**src/rtl/bm_strobe_pkg.sv**
```systemverilog
package bm_strobe_pkg;
  parameter int TIM_W = 4;

  typedef enum logic [1:0] {
    PH_IDLE = 2'd0,
    PH_ACT  = 2'd1,
    PH_REC  = 2'd2
  } phase_t;

  typedef struct packed {
    logic [TIM_W-1:0] act_len;
    logic [TIM_W-1:0] rec_len;
  } timing_t;
endpackage

```
**src/rtl/bm_speed_decode.sv**
```systemverilog
module bm_speed_decode
  import bm_strobe_pkg::*;
#(
  parameter int CODE_W = 8,
  parameter int MIN_LEN = 2
) (
  input  logic [CODE_W-1:0] code,
  output timing_t           tim
);
  localparam logic [TIM_W-1:0] BASE = TIM_W'(MIN_LEN);

  always_comb begin
    tim = '{act_len: TIM_W'(5), rec_len: TIM_W'(3)};
    if (code[CODE_W-1]) begin
      // custom: active = bits 6:4 + base, recovery = bit 3 + base
      tim.act_len = TIM_W'(code[6:4]) + BASE;
      tim.rec_len = TIM_W'(code[3]) + BASE;
    end else begin
      case (code[CODE_W-2:0])
        7'd1:    tim = '{act_len: TIM_W'(3), rec_len: TIM_W'(3)};
        7'd2:    tim = '{act_len: TIM_W'(2), rec_len: TIM_W'(3)};
        7'd3:    tim = '{act_len: TIM_W'(2), rec_len: TIM_W'(2)};
        7'd4:    tim = '{act_len: TIM_W'(4), rec_len: TIM_W'(3)};
        default: tim = '{act_len: TIM_W'(5), rec_len: TIM_W'(3)};
      endcase
    end
  end
endmodule

```
**src/rtl/bm_rdy_sync.sv**
```systemverilog
module bm_rdy_sync #(
  parameter int STAGES = 2
) (
  input  logic clk,
  input  logic rst_n,
  input  logic d_in,
  output logic d_out
);
  logic [STAGES-1:0] chain;

  generate
    for (genvar i = 0; i < STAGES; i++) begin : g_stage
      always_ff @(posedge clk or negedge rst_n) begin
        if (!rst_n) chain[i] <= 1'b1;
        else if (i == 0) chain[i] <= d_in;
        else chain[i] <= chain[(i == 0) ? 0 : i-1];
      end
    end
  endgenerate

  assign d_out = chain[STAGES-1];
endmodule

```
**src/rtl/bm_strobe_seq.sv**
```systemverilog
module bm_strobe_seq
  import bm_strobe_pkg::*;
(
  input  logic    clk,
  input  logic    rst_n,
  input  logic    req_valid,
  input  logic    req_write,
  input  timing_t tim,
  input  logic    rdy_s,
  output logic    req_ready,
  output logic    memr_n,
  output logic    memw_n,
  output logic    latch_pulse,
  output logic    done_pulse
);
  phase_t           phase;
  logic [TIM_W-1:0] cnt;
  logic [TIM_W-1:0] rec_q;
  logic             wr_q;
  logic             cnt_zero;
  logic             accept;

  assign cnt_zero  = (cnt == '0);
  assign req_ready = (phase == PH_IDLE) || (phase == PH_REC && cnt_zero);
  assign accept    = req_valid && req_ready;

  always_ff @(posedge clk or negedge rst_n) begin
    if (!rst_n) begin
      phase <= PH_IDLE;
      cnt   <= '0;
      rec_q <= '0;
      wr_q  <= 1'b0;
    end else if (accept) begin
      phase <= PH_ACT;
      cnt   <= tim.act_len - TIM_W'(1);
      rec_q <= tim.rec_len - TIM_W'(1);
      wr_q  <= req_write;
    end else begin
      case (phase)
        PH_ACT: begin
          if (!cnt_zero) cnt <= cnt - TIM_W'(1);
          else if (rdy_s) begin
            phase <= PH_REC;
            cnt   <= rec_q;
          end
        end
        PH_REC: begin
          if (!cnt_zero) cnt <= cnt - TIM_W'(1);
          else phase <= PH_IDLE;
        end
        default: phase <= PH_IDLE;
      endcase
    end
  end

  assign memr_n      = !(phase == PH_ACT && !wr_q);
  assign memw_n      = !(phase == PH_ACT && wr_q);
  assign latch_pulse = (phase == PH_ACT) && cnt_zero && rdy_s;
  assign done_pulse  = (phase == PH_REC) && cnt_zero;
endmodule

```
**src/rtl/bm_strobe_gen.sv**
```systemverilog
module bm_strobe_gen
  import bm_strobe_pkg::*;
#(
  parameter int CODE_W      = 8,
  parameter int SYNC_STAGES = 2
) (
  input  logic              clk,
  input  logic              rst_n,
  input  logic              req_valid,
  output logic              req_ready,
  input  logic              req_write,
  input  logic [CODE_W-1:0] speed_code,
  input  logic              bus_rdy,
  output logic              memr_n,
  output logic              memw_n,
  output logic              latch_pulse,
  output logic              done_pulse
);
  timing_t tim;
  logic    rdy_s;

  bm_speed_decode #(.CODE_W(CODE_W), .MIN_LEN(2)) u_dec (
    .code (speed_code),
    .tim  (tim)
  );

  bm_rdy_sync #(.STAGES(SYNC_STAGES)) u_sync (
    .clk   (clk),
    .rst_n (rst_n),
    .d_in  (bus_rdy),
    .d_out (rdy_s)
  );

  bm_strobe_seq u_seq (
    .clk         (clk),
    .rst_n       (rst_n),
    .req_valid   (req_valid),
    .req_write   (req_write),
    .tim         (tim),
    .rdy_s       (rdy_s),
    .req_ready   (req_ready),
    .memr_n      (memr_n),
    .memw_n      (memw_n),
    .latch_pulse (latch_pulse),
    .done_pulse  (done_pulse)
  );
endmodule

```
**config.mk**
```make
export PLATFORM = sky130hd
export DESIGN_NAME = bm_strobe_gen
export DESIGN_NICKNAME = d
export VERILOG_FILES = /design/src/rtl/bm_strobe_pkg.sv /design/src/rtl/bm_speed_decode.sv /design/src/rtl/bm_rdy_sync.sv /design/src/rtl/bm_strobe_seq.sv /design/src/rtl/bm_strobe_gen.sv
export SDC_FILE = /design/constraint.sdc
export NUM_CORES = 1
export LEC_CHECK = 0
export ABC_CLOCK_PERIOD_IN_PS = 1640
export BUFFER_PORTS_ARGS = -buffer_cell sky130_fd_sc_hd__buf_2
export CAP_MARGIN = 40
export CORE_MARGIN = 3
export CORE_UTILIZATION = 35
export CTS_CLUSTER_DIAMETER = 80
export DETAILED_ROUTE_END_ITERATION = 16
export MAX_ROUTING_LAYER = met4
export SYNTH_ARGS = -nofsm -noshare
export SYNTH_HDL_FRONTEND = slang
export SYNTH_SLANG_ARGS = --single-unit
```
**constraint.sdc**
```tcl
create_clock -name clk -period 1.64 [get_ports clk]
set_input_delay 0.328 -clock clk [delete_from_list [all_inputs] [get_ports clk]]
set_output_delay 0.328 -clock clk [all_outputs]
set_load 0.05 [all_outputs]
```
---- Yosys cells after proc, flatten, opt, wreduce, memory -nomap -nowiden ----
Index checks and enable logic that the tools add are counted.
storage, ports and cells
  register bits after elaboration ......... 13
  input bits .............................. 13
  output and inout bits ................... 5
  logic and storage cells ................. 49
operators by class
  add/subtract/negate cells ............... 5
  equality and inequality tests ........... 11
  muxes and demuxes ....................... 12
  reductions and logical operators ........ 15
operator list
  kind                                                                count
  7-bit one-hot mux with 4 select lines                               1
  4-bit two-way mux                                                   4
  7-bit by 2-bit == test with 1-bit output, second input constant     2
  4-bit by 1-bit subtractor with 4-bit output, second input constant  3
  2-bit two-way mux                                                   4
  8-bit two-way mux                                                   1
  4-bit one-hot mux with 2 select lines                               1
  7-bit by 1-bit == test with 1-bit output, second input constant     1
  7-bit by 3-bit == test with 1-bit output, second input constant     1
  1-bit logical AND                                                   6
  3-bit by 1-bit != test with 1-bit output, second input constant     2
  3-bit AND reduction                                                 2
  3-bit by 2-bit adder with 4-bit output, second input constant       1
  4-bit zero test                                                     1
  4-bit != test, second input constant                                1
  2-bit one-hot mux with 2 select lines                               1
  1-bit by 2-bit adder with 3-bit output, second input constant       1
  1-bit zero test                                                     3
  3-bit by 2-bit != test with 1-bit output, second input constant     1
  3-bit != test, second input constant                                1
  3-bit nonzero test                                                  1
  2-bit by 1-bit == test with 1-bit output, second input constant     1
  2-bit == test, second input constant                                1
  2-bit zero test                                                     1
  1-bit logical OR                                                    1

---- Longest topological paths before layout ----
  word-level depth ........................ 6
  mapped depth ............................ 7
  gate-level depth less buffers ........... 7

---- Cells and area by module ----
A second synthesis with hierarchy kept.
second synthesis, totals
  cell total of the unflattened synthesis .. 109
  area, all modules ....................... 980.9 sq um
by module, submodules not included
  module           times used  cells each  area an instance (sq um)  seq. area each (sq um)
  bm_strobe_seq    1           86          773.2                     275.3
  bm_speed_decode  1           21          155.1                     0.0
  bm_rdy_sync      1           2           52.6                      52.6

---- Least setup slack after synthesis ----
OpenSTA, ideal clock, no wires.
  kind .................................... register to output
  from .................................... register u_seq.phase[0]
  to ...................................... output port req_ready
  data arrival time ....................... 1.467 ns
  slack ................................... -0.155 ns
  cell stages (with the launch flop) ...... 5
  cell sequence ........................... dfrtp_1 inv_1 ha_1 and4bb_2 or2_2
between the ends
  word-level cells in the longest chain between the ends .. 3
  elaborated cells between the ends (all ways) .. 4
  classes of those cells .................. eq/ne: 1; reduce/logical: 3
ends and longest elaborated chain
  element                   line                 RTL
  start: declaration        bm_strobe_seq.sv:16  phase_t phase;
  start signal: assignment  bm_strobe_seq.sv:29  phase <= PH_IDLE;
  start signal: assignment  bm_strobe_seq.sv:34  phase <= PH_ACT;
  start signal: assignment  bm_strobe_seq.sv:43  phase <= PH_REC;
  2-bit == test             --
  1-bit logical AND         --
  via done_pulse            bm_strobe_gen.sv:17  output logic done_pulse
  1-bit logical OR          bm_strobe_seq.sv:24  assign req_ready = (phase == PH_IDLE) || (phase == PH_REC && cnt_zero);
  end: declaration          bm_strobe_gen.sv:10  output logic req_ready,
The timed path passes the listed nets, and every way through them passes these cells.

---- Worst setup path after layout ----
  from .................................... register u_seq.cnt[1]
  to ...................................... output port latch_pulse
between the ends
  word-level cells in the longest chain between the ends .. 3
ends and longest elaborated chain
  element                          line                 RTL
  start: declaration               bm_strobe_seq.sv:17  logic [TIM_W-1:0] cnt;
  start signal: assignment         bm_strobe_seq.sv:35  cnt <= tim.act_len - TIM_W'(1);
  start signal: assignment         bm_strobe_seq.sv:41  if (!cnt_zero) cnt <= cnt - TIM_W'(1);
  start signal: assignment         bm_strobe_seq.sv:44  cnt <= rec_q;
  4-bit zero test                  bm_strobe_seq.sv:23  assign cnt_zero = (cnt == '0);
  1-bit logical AND (2 in series)  bm_strobe_seq.sv:58  assign latch_pulse = (phase == PH_ACT) && cnt_zero && rdy_s;
  end: declaration                 bm_strobe_gen.sv:16  output logic latch_pulse,
Every way passes these cells.

==> flow_summary_export.csv <==
group,metric,value,unit
timing,period_share,112,%
floorplan,dieArea,2990,sq um
critical_path,rrSetupSlack,-0.12,ns
floorplan,die_h,54.6,um
placement,place_congestion,0.817,
pwr,pwr-share-seq,22.5,%
synth,ys_ff_latch,11,
pwr,clockPowerShare,8.8,%
synth,synthFlopType,"dfrtp_1",
timing,setup_ws,-0.202,ns
route,drt_first_pass_iters,4,
timing,hold_viol,0,
timing,skew,0.0174,ns
cells_and_area,layout-drive-gt1-share,61.2,%
route,drc_errors,0,
synth,synth_edf_count,0,
global_route,grt_overflow_total,0,
critical_path,crit_chain,"inv_2 > ha_4 > nor3b_4 > and3_4 > buf_8",
timing,timing_max_transition_violations_final,0,
floorplan,fp.dieW,54.6,um
floorplan,pin_count,18,
critical_path,criticalPathCategory,"flop to output port",
synth,syn_area,828,sq um
route,vias,846,
floorplan,start_util,39.4,%
route,wire_per_inst,14.5,um
worst_hold_path,worstHoldPathType,"primary input to flop",
timing,slew_headroom,79.3,%
critical_path,cp.arrival,1.51,ns
synth,syn_area_per_cell,9.74,sq um
clocking,clockBufferDepth,2,
pwr,intPower,1240,uW
cells_and_area,fill_cells,158,
placement,port-buffer-count,17,
worst_hold_path,min_delay_path_depth,1,
pwr,vdd_drop_max,0.00115,V
timing,tightest_slew,0.309,ns
placement,dp_hpwl,1.45,mm
clocking,cts_made_buffers,3,
timing,fin_crit,1.84,ns
global_route,grt_pass1_wl,3.26,mm
clocking,root_buffer,"clkbuf_4",
timing,rsz0062_at_grt,"yes",
synth,syn_inst,85,
critical_path,r2r_start,"u_seq.phase[1]",
pwr,powerDensity,1540,nW/um^2
route,drt_iter0_drc,22,
clocking,cts_max_level,1,
critical_path,slowest_stage,"dfrtp_1",
timing,fin_setup_tns,-0.934,ns
cells_and_area,layout_common_cells,"buf_4 (22), buf_2 (12), dfrtp_1 (9), buf_6 (8), nand2_1 (5)",
worst_hold_path,hold_end,"u_sync.chain[0]",
critical_path,cp_max_fo,4,
global_route,grt_antenna_before_repair,0,
critical_path,reg2regPathDepth,7,
critical_path,slowest_delay,0.40,ns
global_route,grt_pass1_vias,749,
outcome,violations,"negative setup slack",
cells_and_area,diodes,0,
synth,ys.warnings.count,0,
pwr,swShare,42.5,%
route,routed_wl,2.34,mm
clocking,path_clk_slew,0.08,ns
critical_path,r2r-end,"u_seq.cnt[1]",
outcome,status,"finished, violations left",
clocking,cts.sinks,11,
critical_path,crit_start,"u_seq.cnt[1]",
critical_path,cp-end-kind,"output port",
clocking,clkLatencyLatePin,0.28,ns
cells_and_area,layout_commonest_cell,"buf_4",
cells_and_area,area_growth,69.0,%
global_route,grt_max_degree,12,
clocking,cts_tree,"done",
pwr,p_switching,915,uW
pwr,combPwrFrac,68.7,%
cells_and_area,fin_util,66.6,%
cells_and_area,nNetsFinal,155,
route,viasPerCell,5.25,
global_route,gr-usage-all-layers,15.8,%
floorplan,num_rows,16,
synth,synth_fp_nets,105,
route,ant_nets,0,
timing,max_freq,0.543,GHz
pwr,leakagePower,0.000647,uW
synth,yosysUniqueCellTypes,40,
critical_path,start_kind,"flop",
timing,setup_violations,10,
worst_hold_path,hp-start,"bus_rdy",
critical_path,cp.required,1.31,ns
run,maxCapViolations,0,
synth,synth.yosys.seq_area_share,33.5,%
synth,synth_async_sr_flop_share,100,%
floorplan,core_area,2100,sq um
how the worst max path moves through the flow:
stage                        end  depth (start not counted)
floorplan              req_ready                          4
global placement    u_seq.cnt[2]                          7
detailed placement  u_seq.cnt[2]                          7
CTS                  latch_pulse                          5
global route         latch_pulse                          5
finish               latch_pulse                          5
state kept, by name (all words and copies together) (netlist names):
signal and cells:
u_seq.cnt 4, u_seq.phase 2, u_seq.rec_q 2, u_seq.wr_q 1
u_sync.chain 1, u_sync.d_out 1
power by group through the flow:
| stage | sequential [uW] | combinational [uW] | clock [uW] |
|---|---|---|---|
| floorplan | 453 | 678 | 0 |
| global placement | 460 | 965 | 0 |
| detailed placement | 465 | 982 | 0 |
| CTS | 473 | 1170 | 191 |
| global route | 500 | 1580 | 211 |
| finish | 485 | 1480 | 189 |
worst max-delay path: cells and delay by family (launching register included):
| kind | cells | cell delay [ns] |
|---|---|---|
| AND/OR/NAND/NOR | 2 | 0.47 |
| adder cells (fa/ha/maj) | 1 | 0.14 |
| buffers and inverters | 2 | 0.23 |
| flip-flops | 1 | 0.40 |
cell type report:
class,count,area [sq um],share of cell area [%]
multi-input cells,66,666,47.5
inverters,7,26.3,1.88
flip-flops and latches,11,278,19.8
repair buffers,46,370,26.5
clock buffers,4,26.3,1.88
well taps,27,33.8,2.41
cells in the mapped netlist (all sizes together), types with 2 or more instances:
master / n / share of area [%]
a21o: 2 / 1.8
a21oi: 7 / 4.2
and3: 2 / 1.5
dfrtp: 9 / 27
dfstp: 2 / 6.3
ha: 7 / 11
inv: 7 / 3.2
nand2: 5 / 2.3
nand2b: 2 / 1.5
nand3: 3 / 1.8
nor2: 5 / 2.3
nor3: 2 / 1.2
nor3b: 2 / 2.4
o21a: 2 / 1.8
o21ai: 4 / 3.8
or2: 2 / 1.5
or3: 2 / 2.3
timing repair:
action,in CTS,in global routing
resized for setup,24,25
pin swaps,3,9
hold endpoints to repair,9,0
setup buffers,5,7
setup endpoints to repair,6,14
hold buffers,1,0
routing by layer:
layer,vias to the layer above,GRT usage (%),wire (um)
met4,0,1.24,24
li1,405,-,-
met2,29,24.8,1130
met1,406,20.6,1060
met5,-,-,0
met3,6,4.90,122
cells by family after synthesis:
kind of cell	Yosys count	synth area share, %
buffers and inverters	8	4.83
muxes	2	2.57
adders and majority gates	7	10.6
and+or+nand+nor	32	23.9
AOI/OAI and AO/OA	23	22.5
xor gates and xnor gates	2	2.12
DFF	11	33.5
metrics by stage:
step           setup slack [ns]  cells  cell area (sq um)  total power, uW  hold slack, ns
3_3_place_gp            -0.0530    145               1080             1420           0.213
4_1_cts                  -0.141    155               1240             1840           0.151
6_report                 -0.202    161               1400             2150           0.162
2_1_floorplan           -0.0506     85                848             1130          0.0324
3_5_place_dp            -0.0702    145               1080             1450           0.213
5_1_grt                  -0.256    161               1400             2300           0.140
(Power assumes the default switching activity.)
